`src/rtl/rowspare_pkg.sv`:
```
package rowspare_pkg;

    typedef enum logic [1:0] {
        OP_IDLE  = 2'd0,
        OP_READ  = 2'd1,
        OP_WRITE = 2'd2
    } op_e;

    function automatic op_e decode_op(input logic valid, input logic we);
        if (!valid) return OP_IDLE;
        return we ? OP_WRITE : OP_READ;
    endfunction

endpackage

```
`src/rtl/rowspare_table.sv`:
```
module rowspare_table #(
    parameter int LOG_ROWS = 16,
    parameter int SPARES   = 2,
    parameter int ROW_W    = 4,
    parameter int RAW_W    = 5
) (
    input  logic             clk,
    input  logic             rst_n,
    input  logic             cfg_valid,
    input  logic [ROW_W-1:0] cfg_row,
    input  logic             cfg_lock,
    input  logic [ROW_W-1:0] lk_row,
    output logic [RAW_W-1:0] lk_raw,
    output logic             locked,
    output logic             unrepairable
);
    localparam int IDX_W = (SPARES > 1) ? $clog2(SPARES) : 1;

    typedef struct packed {
        logic [SPARES-1:0]            vld;
        logic [SPARES-1:0][ROW_W-1:0] tag;
        logic                         locked;
        logic                         unrep;
    } tbl_t;

    tbl_t             st_d, st_q;
    logic             full;
    logic [IDX_W-1:0] free_idx;
    logic [IDX_W-1:0] hit_idx;
    logic             hit;

    assign full = &st_q.vld;

    // lowest free entry: scan downwards so the smallest index is kept
    always_comb begin
        free_idx = '0;
        for (int i = SPARES - 1; i >= 0; i--) begin
            if (!st_q.vld[i]) free_idx = IDX_W'(i);
        end
    end

    // lookup: lowest matching valid entry wins
    always_comb begin
        hit     = 1'b0;
        hit_idx = '0;
        for (int i = SPARES - 1; i >= 0; i--) begin
            if (st_q.vld[i] && st_q.tag[i] == lk_row) begin
                hit     = 1'b1;
                hit_idx = IDX_W'(i);
            end
        end
    end

    assign lk_raw = hit ? (RAW_W'(LOG_ROWS) + RAW_W'(hit_idx)) : RAW_W'(lk_row);

    always_comb begin
        st_d = st_q;
        if (!st_q.locked) begin
            if (cfg_valid) begin
                if (full) begin
                    st_d.unrep = 1'b1;
                end else begin
                    st_d.vld[free_idx] = 1'b1;
                    st_d.tag[free_idx] = cfg_row;
                end
            end
            if (cfg_lock) st_d.locked = 1'b1;
        end
    end

    always_ff @(posedge clk) begin
        if (!rst_n) st_q <= '0;
        else        st_q <= st_d;
    end

    assign locked       = st_q.locked;
    assign unrepairable = st_q.unrep;

    a_r5_unrep_sticky: assert property (@(posedge clk) disable iff (!rst_n)
        st_q.unrep |=> st_q.unrep);

    a_r5_unrep_cause: assert property (@(posedge clk) disable iff (!rst_n)
        $rose(st_q.unrep) |-> $past(cfg_valid && !st_q.locked && full));

    a_r5_full_no_change: assert property (@(posedge clk) disable iff (!rst_n)
        (cfg_valid && full) |=> ($stable(st_q.vld) && $stable(st_q.tag)));

    a_r6_lock_freezes: assert property (@(posedge clk) disable iff (!rst_n)
        st_q.locked |=> ($stable(st_q.vld) && $stable(st_q.tag) && st_q.locked));

    a_r2_claims_one: assert property (@(posedge clk) disable iff (!rst_n)
        (cfg_valid && !st_q.locked && !full) |=>
            ($countones(st_q.vld) == $past($countones(st_q.vld)) + 1));

endmodule

```
`src/rtl/rowspare_array.sv`:
```
module rowspare_array #(
    parameter int DATA_W   = 16,
    parameter int RAW_ROWS = 18,
    parameter int RAW_W    = 5
) (
    input  logic              clk,
    input  logic              rst_n,
    input  logic              wr_en,
    input  logic              rd_en,
    input  logic [RAW_W-1:0]  raw_addr,
    input  logic [DATA_W-1:0] wdata,
    output logic              rd_valid,
    output logic [DATA_W-1:0] rd_data
);
    typedef struct packed {
        logic              valid;
        logic [DATA_W-1:0] data;
    } rd_t;

    logic [DATA_W-1:0] rows [RAW_ROWS];
    logic [DATA_W-1:0] sel;
    rd_t               rd_d, rd_q;

    for (genvar i = 0; i < RAW_ROWS; i++) begin : g_row
        logic [DATA_W-1:0] row_d, row_q;

        always_comb begin
            row_d = row_q;
            if (wr_en && raw_addr == RAW_W'(i)) row_d = wdata;
        end

        always_ff @(posedge clk) begin
            if (!rst_n) row_q <= '0;
            else        row_q <= row_d;
        end

        assign rows[i] = row_q;
    end

    always_comb begin
        sel = '0;
        for (int i = 0; i < RAW_ROWS; i++) begin
            if (raw_addr == RAW_W'(i)) sel = rows[i];
        end
    end

    always_comb begin
        rd_d.valid = rd_en;
        rd_d.data  = rd_en ? sel : rd_q.data;
    end

    always_ff @(posedge clk) begin
        if (!rst_n) rd_q <= '0;
        else        rd_q <= rd_d;
    end

    assign rd_valid = rd_q.valid;
    assign rd_data  = rd_q.data;

    a_r1_single_port: assert property (@(posedge clk) disable iff (!rst_n)
        !(wr_en && rd_en));

    a_r1_addr_range: assert property (@(posedge clk) disable iff (!rst_n)
        (wr_en || rd_en) |-> (int'(raw_addr) < RAW_ROWS));

endmodule

```
`src/rtl/rowspare_mem.sv`:
```
module rowspare_mem
    import rowspare_pkg::*;
#(
    parameter int DATA_W   = 16,
    parameter int LOG_ROWS = 16,
    parameter int SPARES   = 2
) (
    input  logic                        clk,
    input  logic                        rst_n,
    input  logic                        cfg_valid,
    input  logic [$clog2(LOG_ROWS)-1:0] cfg_row,
    input  logic                        cfg_lock,
    input  logic                        req_valid,
    input  logic                        req_we,
    input  logic [$clog2(LOG_ROWS)-1:0] req_row,
    input  logic [DATA_W-1:0]           req_wdata,
    output logic                        rd_valid,
    output logic [DATA_W-1:0]           rd_data,
    output logic                        locked,
    output logic                        unrepairable
);
    localparam int ROW_W    = $clog2(LOG_ROWS);
    localparam int RAW_ROWS = LOG_ROWS + SPARES;
    localparam int RAW_W    = $clog2(RAW_ROWS);

    op_e              op;
    logic [RAW_W-1:0] raw_row;

    assign op = decode_op(req_valid, req_we);

    rowspare_table #(
        .LOG_ROWS (LOG_ROWS),
        .SPARES   (SPARES),
        .ROW_W    (ROW_W),
        .RAW_W    (RAW_W)
    ) u_table (
        .clk          (clk),
        .rst_n        (rst_n),
        .cfg_valid    (cfg_valid),
        .cfg_row      (cfg_row),
        .cfg_lock     (cfg_lock),
        .lk_row       (req_row),
        .lk_raw       (raw_row),
        .locked       (locked),
        .unrepairable (unrepairable)
    );

    rowspare_array #(
        .DATA_W   (DATA_W),
        .RAW_ROWS (RAW_ROWS),
        .RAW_W    (RAW_W)
    ) u_array (
        .clk      (clk),
        .rst_n    (rst_n),
        .wr_en    (op == OP_WRITE),
        .rd_en    (op == OP_READ),
        .raw_addr (raw_row),
        .wdata    (req_wdata),
        .rd_valid (rd_valid),
        .rd_data  (rd_data)
    );

    a_r1_read_latency: assert property (@(posedge clk) disable iff (!rst_n)
        (req_valid && !req_we) |=> rd_valid);

    a_r8_quiet_valid: assert property (@(posedge clk) disable iff (!rst_n)
        !(req_valid && !req_we) |=> !rd_valid);

    a_r8_quiet_data: assert property (@(posedge clk) disable iff (!rst_n)
        !(req_valid && !req_we) |=> $stable(rd_data));

endmodule

```
`config.mk`:
```
export PLATFORM = sky130hd
export DESIGN_NAME = rowspare_mem
export DESIGN_NICKNAME = d
export VERILOG_FILES = /design/src/rtl/rowspare_pkg.sv /design/src/rtl/rowspare_table.sv /design/src/rtl/rowspare_array.sv /design/src/rtl/rowspare_mem.sv
export SDC_FILE = /design/constraint.sdc
export NUM_CORES = 1
export LEC_CHECK = 0
export ABC_AREA = 1
export BUFFER_PORTS_ARGS = -buffer_cell sky130_fd_sc_hd__clkbuf_2
export CAP_MARGIN = 20
export CELL_PAD_IN_SITES_DETAIL_PLACEMENT = 1
export CELL_PAD_IN_SITES_GLOBAL_PLACEMENT = 1
export CORE_MARGIN = 5
export CORE_UTILIZATION = 25
export DETAILED_ROUTE_END_ITERATION = 7
export PLACE_DENSITY = 0.56
export SYNTH_ARGS = -nofsm -noshare
export SYNTH_HDL_FRONTEND = slang
export SYNTH_SLANG_ARGS = --single-unit
```
`constraint.sdc`:
```
create_clock -name clk -period 4.27 [get_ports clk]
set_input_delay 0.2135 -clock clk [delete_from_list [all_inputs] [get_ports clk]]
set_output_delay 0.2135 -clock clk [all_outputs]
set_load 0.01 [all_outputs]
```
==> flow_metrics.env <==
export IMPL_holdWs_ps=123
export IMPL_crit_path_cell_trace="inv_1, nand2_1, nand2_1, nor2_1, nand3_4, nand2_4, nor2_1, nor2_2, nand2_2, inv_2, nand2_1, o21ai_0, a21oi_1"
export IMPL_seqCellArea_mm2=0.00635
export IMPL_nets=1994
export IMPL_grt_usage_pct=17.4
export IMPL_cts_clk_slew_worst_paths_ps=60
export IMPL_yosysTopAreaCell="dfxtp_1"
export IMPL_first_global_vias=13302
export IMPL_tightestPinTransition_ps=957
export IMPL_drt_first_pass_iters=5
export IMPL_status="finished clean"
export IMPL_grt_pass1_wl_um=81900
export IMPL_p_per_area_mw_per_mm2=421
export IMPL_grt_start_max_net_pins=148
export IMPL_antenna_found_initial=0
export IMPL_final_cell_mix="378 x nand2_1, 317 x dfxtp_1, 276 x a21oi_1"
export IMPL_dieArea_mm2=0.0603
export IMPL_crit_top_cell="nand2_1"
export IMPL_ys_warnings_count=0
export IMPL_synth_nets=2026
export IMPL_cts_setup_buffers=0
export IMPL_fill_cells=6818
export IMPL_crit_start="u_table.st_q[5]"
export IMPL_finalNonFillerCells=2738
export IMPL_arrival_ps=3910
export IMPL_io_buffers=48
export IMPL_fin_crit_sh_pct=81.9
export IMPL_core_mm2=0.0550
export IMPL_fmax_mhz=286
export IMPL_post_drt_wl_per_cell_um=19.5
export IMPL_critPathCapture="u_array.g_row[9].row_q[1]"
export IMPL_numClockSinks=317
export IMPL_drive_gt1_share_pct=9.36
export IMPL_via_per_inst=4.80
export IMPL_cp_required_ps=4680
export IMPL_cpMaxStageDelayCell="nand2_1"
export IMPL_routed_wl_met2_um=25500
export IMPL_cp_end_kind="register"
export IMPL_syn_area_per_cell_um2=6.95
export IMPL_startpoint_type="register"
export IMPL_ir_drop_mv=0.207
export IMPL_top_layer="met4"
export IMPL_critPathMaxFanout=27
export IMPL_multiInputGateArea_mm2=0.00613
export IMPL_rrSetupSlack_ps=770
export IMPL_clk_path_buf_depth=3
export IMPL_place_gp_congestion=0.774
export IMPL_design_area_mm2=0.0159
export IMPL_die_h_um=245
export IMPL_dr_wl_met3_um=2170
export IMPL_io_pins=49
export IMPL_max_stage_delay_ps=620
export IMPL_seq_area_frac_synth_pct=45.8
export IMPL_final_hold_viol_count=0
export IMPL_vias=13141
export IMPL_htree_levels=2
export IMPL_initial_core_util_pct=25.2
export IMPL_cts_root_buf="clkbuf_16"
export IMPL_clock_skew_ps=17.7
export IMPL_setup_tns_ps=0
export IMPL_final_common_cell="nand2_1"
export IMPL_cts_tree="built"
export IMPL_hpwl_um=33700
export IMPL_numCtsBuffers=38
export IMPL_ys_top_cells_by_area="dfxtp_1 46%, nand2_1 10%, a21oi_1 10%"
export IMPL_dr_first_iter_drc_count=698
export IMPL_p_leak_nw=5.63
export IMPL_hp_class="in2reg"
export IMPL_synth_distinct_cells=30
export IMPL_num_rows=86
export IMPL_antenna_left=0
export IMPL_pwr_share_clk_pct=47.6
export IMPL_grt_overflow_total=0
export IMPL_relSlewSlack_pct=36.0
export IMPL_synth_area_mm2=0.0139
export IMPL_p_sw_mw=1.71
export IMPL_drc=0
export IMPL_drv_slew=0
export IMPL_min_period_ps=3500
export IMPL_worstRegToRegCells=13
export IMPL_seqPwrFrac_pct=45.3
export IMPL_synth_cells=1996
export IMPL_postPlaceCellArea_mm2=0.0146
export IMPL_area_growth_pct=14.3
export IMPL_placedCellCount=2666
export IMPL_synth_top_cell_area_share_pct=45.8
export IMPL_p_int_mw=4.96
export IMPL_rsz0062_at_grt="no"
export IMPL_ys_seq_elements=317
export IMPL_r2r_end="u_array.g_row[9].row_q[1]"
export IMPL_maxCapViolations=0
export IMPL_pwr_share_comb_pct=7.0
export IMPL_met1Wirelength_um=24500
export IMPL_timing_rr_start="u_table.st_q[5]"
export IMPL_totalWireLength_um=53300
export IMPL_clk_latency_ps=560
export IMPL_setup_viol=0
export IMPL_switching_share_pct=25.7
export IMPL_criticalPathCategory="reg2reg"
export IMPL_die_x_um=245
==> final cells by class <==
cell class	count	area share, %
Sequential cell	317	40.0
Multi-Input combinational cell	1332	38.7
Clock buffer	58	7.05
Tap cell	748	5.90
Inverter	192	4.58
Timing Repair Buffer	83	3.36
Clock inverter	5	0.339
Antenna cell	3	0.0474
==> power groups by stage <==
stage | clock, mW | combinational [mW] | sequential [mW]
after CTS | 3.26 | 0.476 | 3.02
after global placement | 0 | 0.467 | 3.09
after detailed placement | 0 | 0.470 | 3.09
after global routing | 3.40 | 0.515 | 3.03
final | 3.18 | 0.469 | 3.02
after floorplan | 0 | 0.283 | 3.09
==> synthesized netlist by cell type (all sizes together) <==
master   number
nor2        226
buf          48
nand2       387
clkbuf      107
o2111ai       2
nand3       165
a31oi         1
nor3          7
nand4        52
dfxtp       317
o211ai        2
clkinv        1
a21oi       276
o21ai       212
inv         191
xnor2         2
==> sequential cells by signal, indices dropped and copies added, names as in the netlist <==
name	count
u_table.st_q	10
u_array.g_row.row_q	288
u_array.rd_valid	1
u_array.rd_data	16
u_table.locked	1
u_table.unrepairable	1
==> logic make-up after synthesis <==
logic type | count (synthesis) | synth area share (%)
simple gates | 837 | 26.1
compound gates | 493 | 17.9
buf+inv | 347 | 10.1
flops | 317 | 45.8
xor+xnor | 2 | 0.126
==> metrics by stage <==
| step | util, % | power [mW] | worst slack, ps |
|---|---|---|---|
| after floorplan | - | 3.37 | 2160 |
| after global placement | 26.6 | 3.55 | 704 |
| after detailed placement | 26.6 | 3.56 | 638 |
| after CTS | 28.8 | 6.76 | 678 |
| after global routing | 28.8 | 6.94 | 413 |
| final | 28.8 | 6.67 | 775 |
==> per-layer routing <==
layer  up-vias  GRT usage, %
met2       195          29.6
met1      6459          23.2
met5         -             0
met4         0          5.15
li1       6420             -
met3        67          2.34
==> worst max-delay path, delay by kind of cell, from the launching register on <==
family,cells,cell delay [ps]
AO/OA/AOI/OAI,2,470
buffers and inverters,2,490
flip-flops,1,310
AND/OR/NAND/NOR,9,2070
==> worst min-delay path by stage <==
stage | startpoint | endpoint | slack [ps] | cells past startpoint
2_1_floorplan | cfg_lock | u_table.locked | 330 | 2
3_3_place_gp | cfg_lock | u_table.locked | 420 | 3
3_5_place_dp | cfg_lock | u_table.locked | 430 | 3
4_1_cts | rst_n | u_array.g_row[16].row_q[9] | 90 | 3
5_1_grt | rst_n | u_array.g_row[16].row_q[9] | 130 | 3
6_report | rst_n | u_array.g_row[0].row_q[7] | 120 | 3
==> repair_timing <==
| item | in CTS | in global routing |
|---|---|---|
| hold buffers | 6 | 0 |
| endpoints found under the hold margin | 10 | 0 |
| endpoints found under the setup margin | 0 | 0 |
| gates resized for setup | 0 | 0 |
Power figures use the tool's default switching activity.
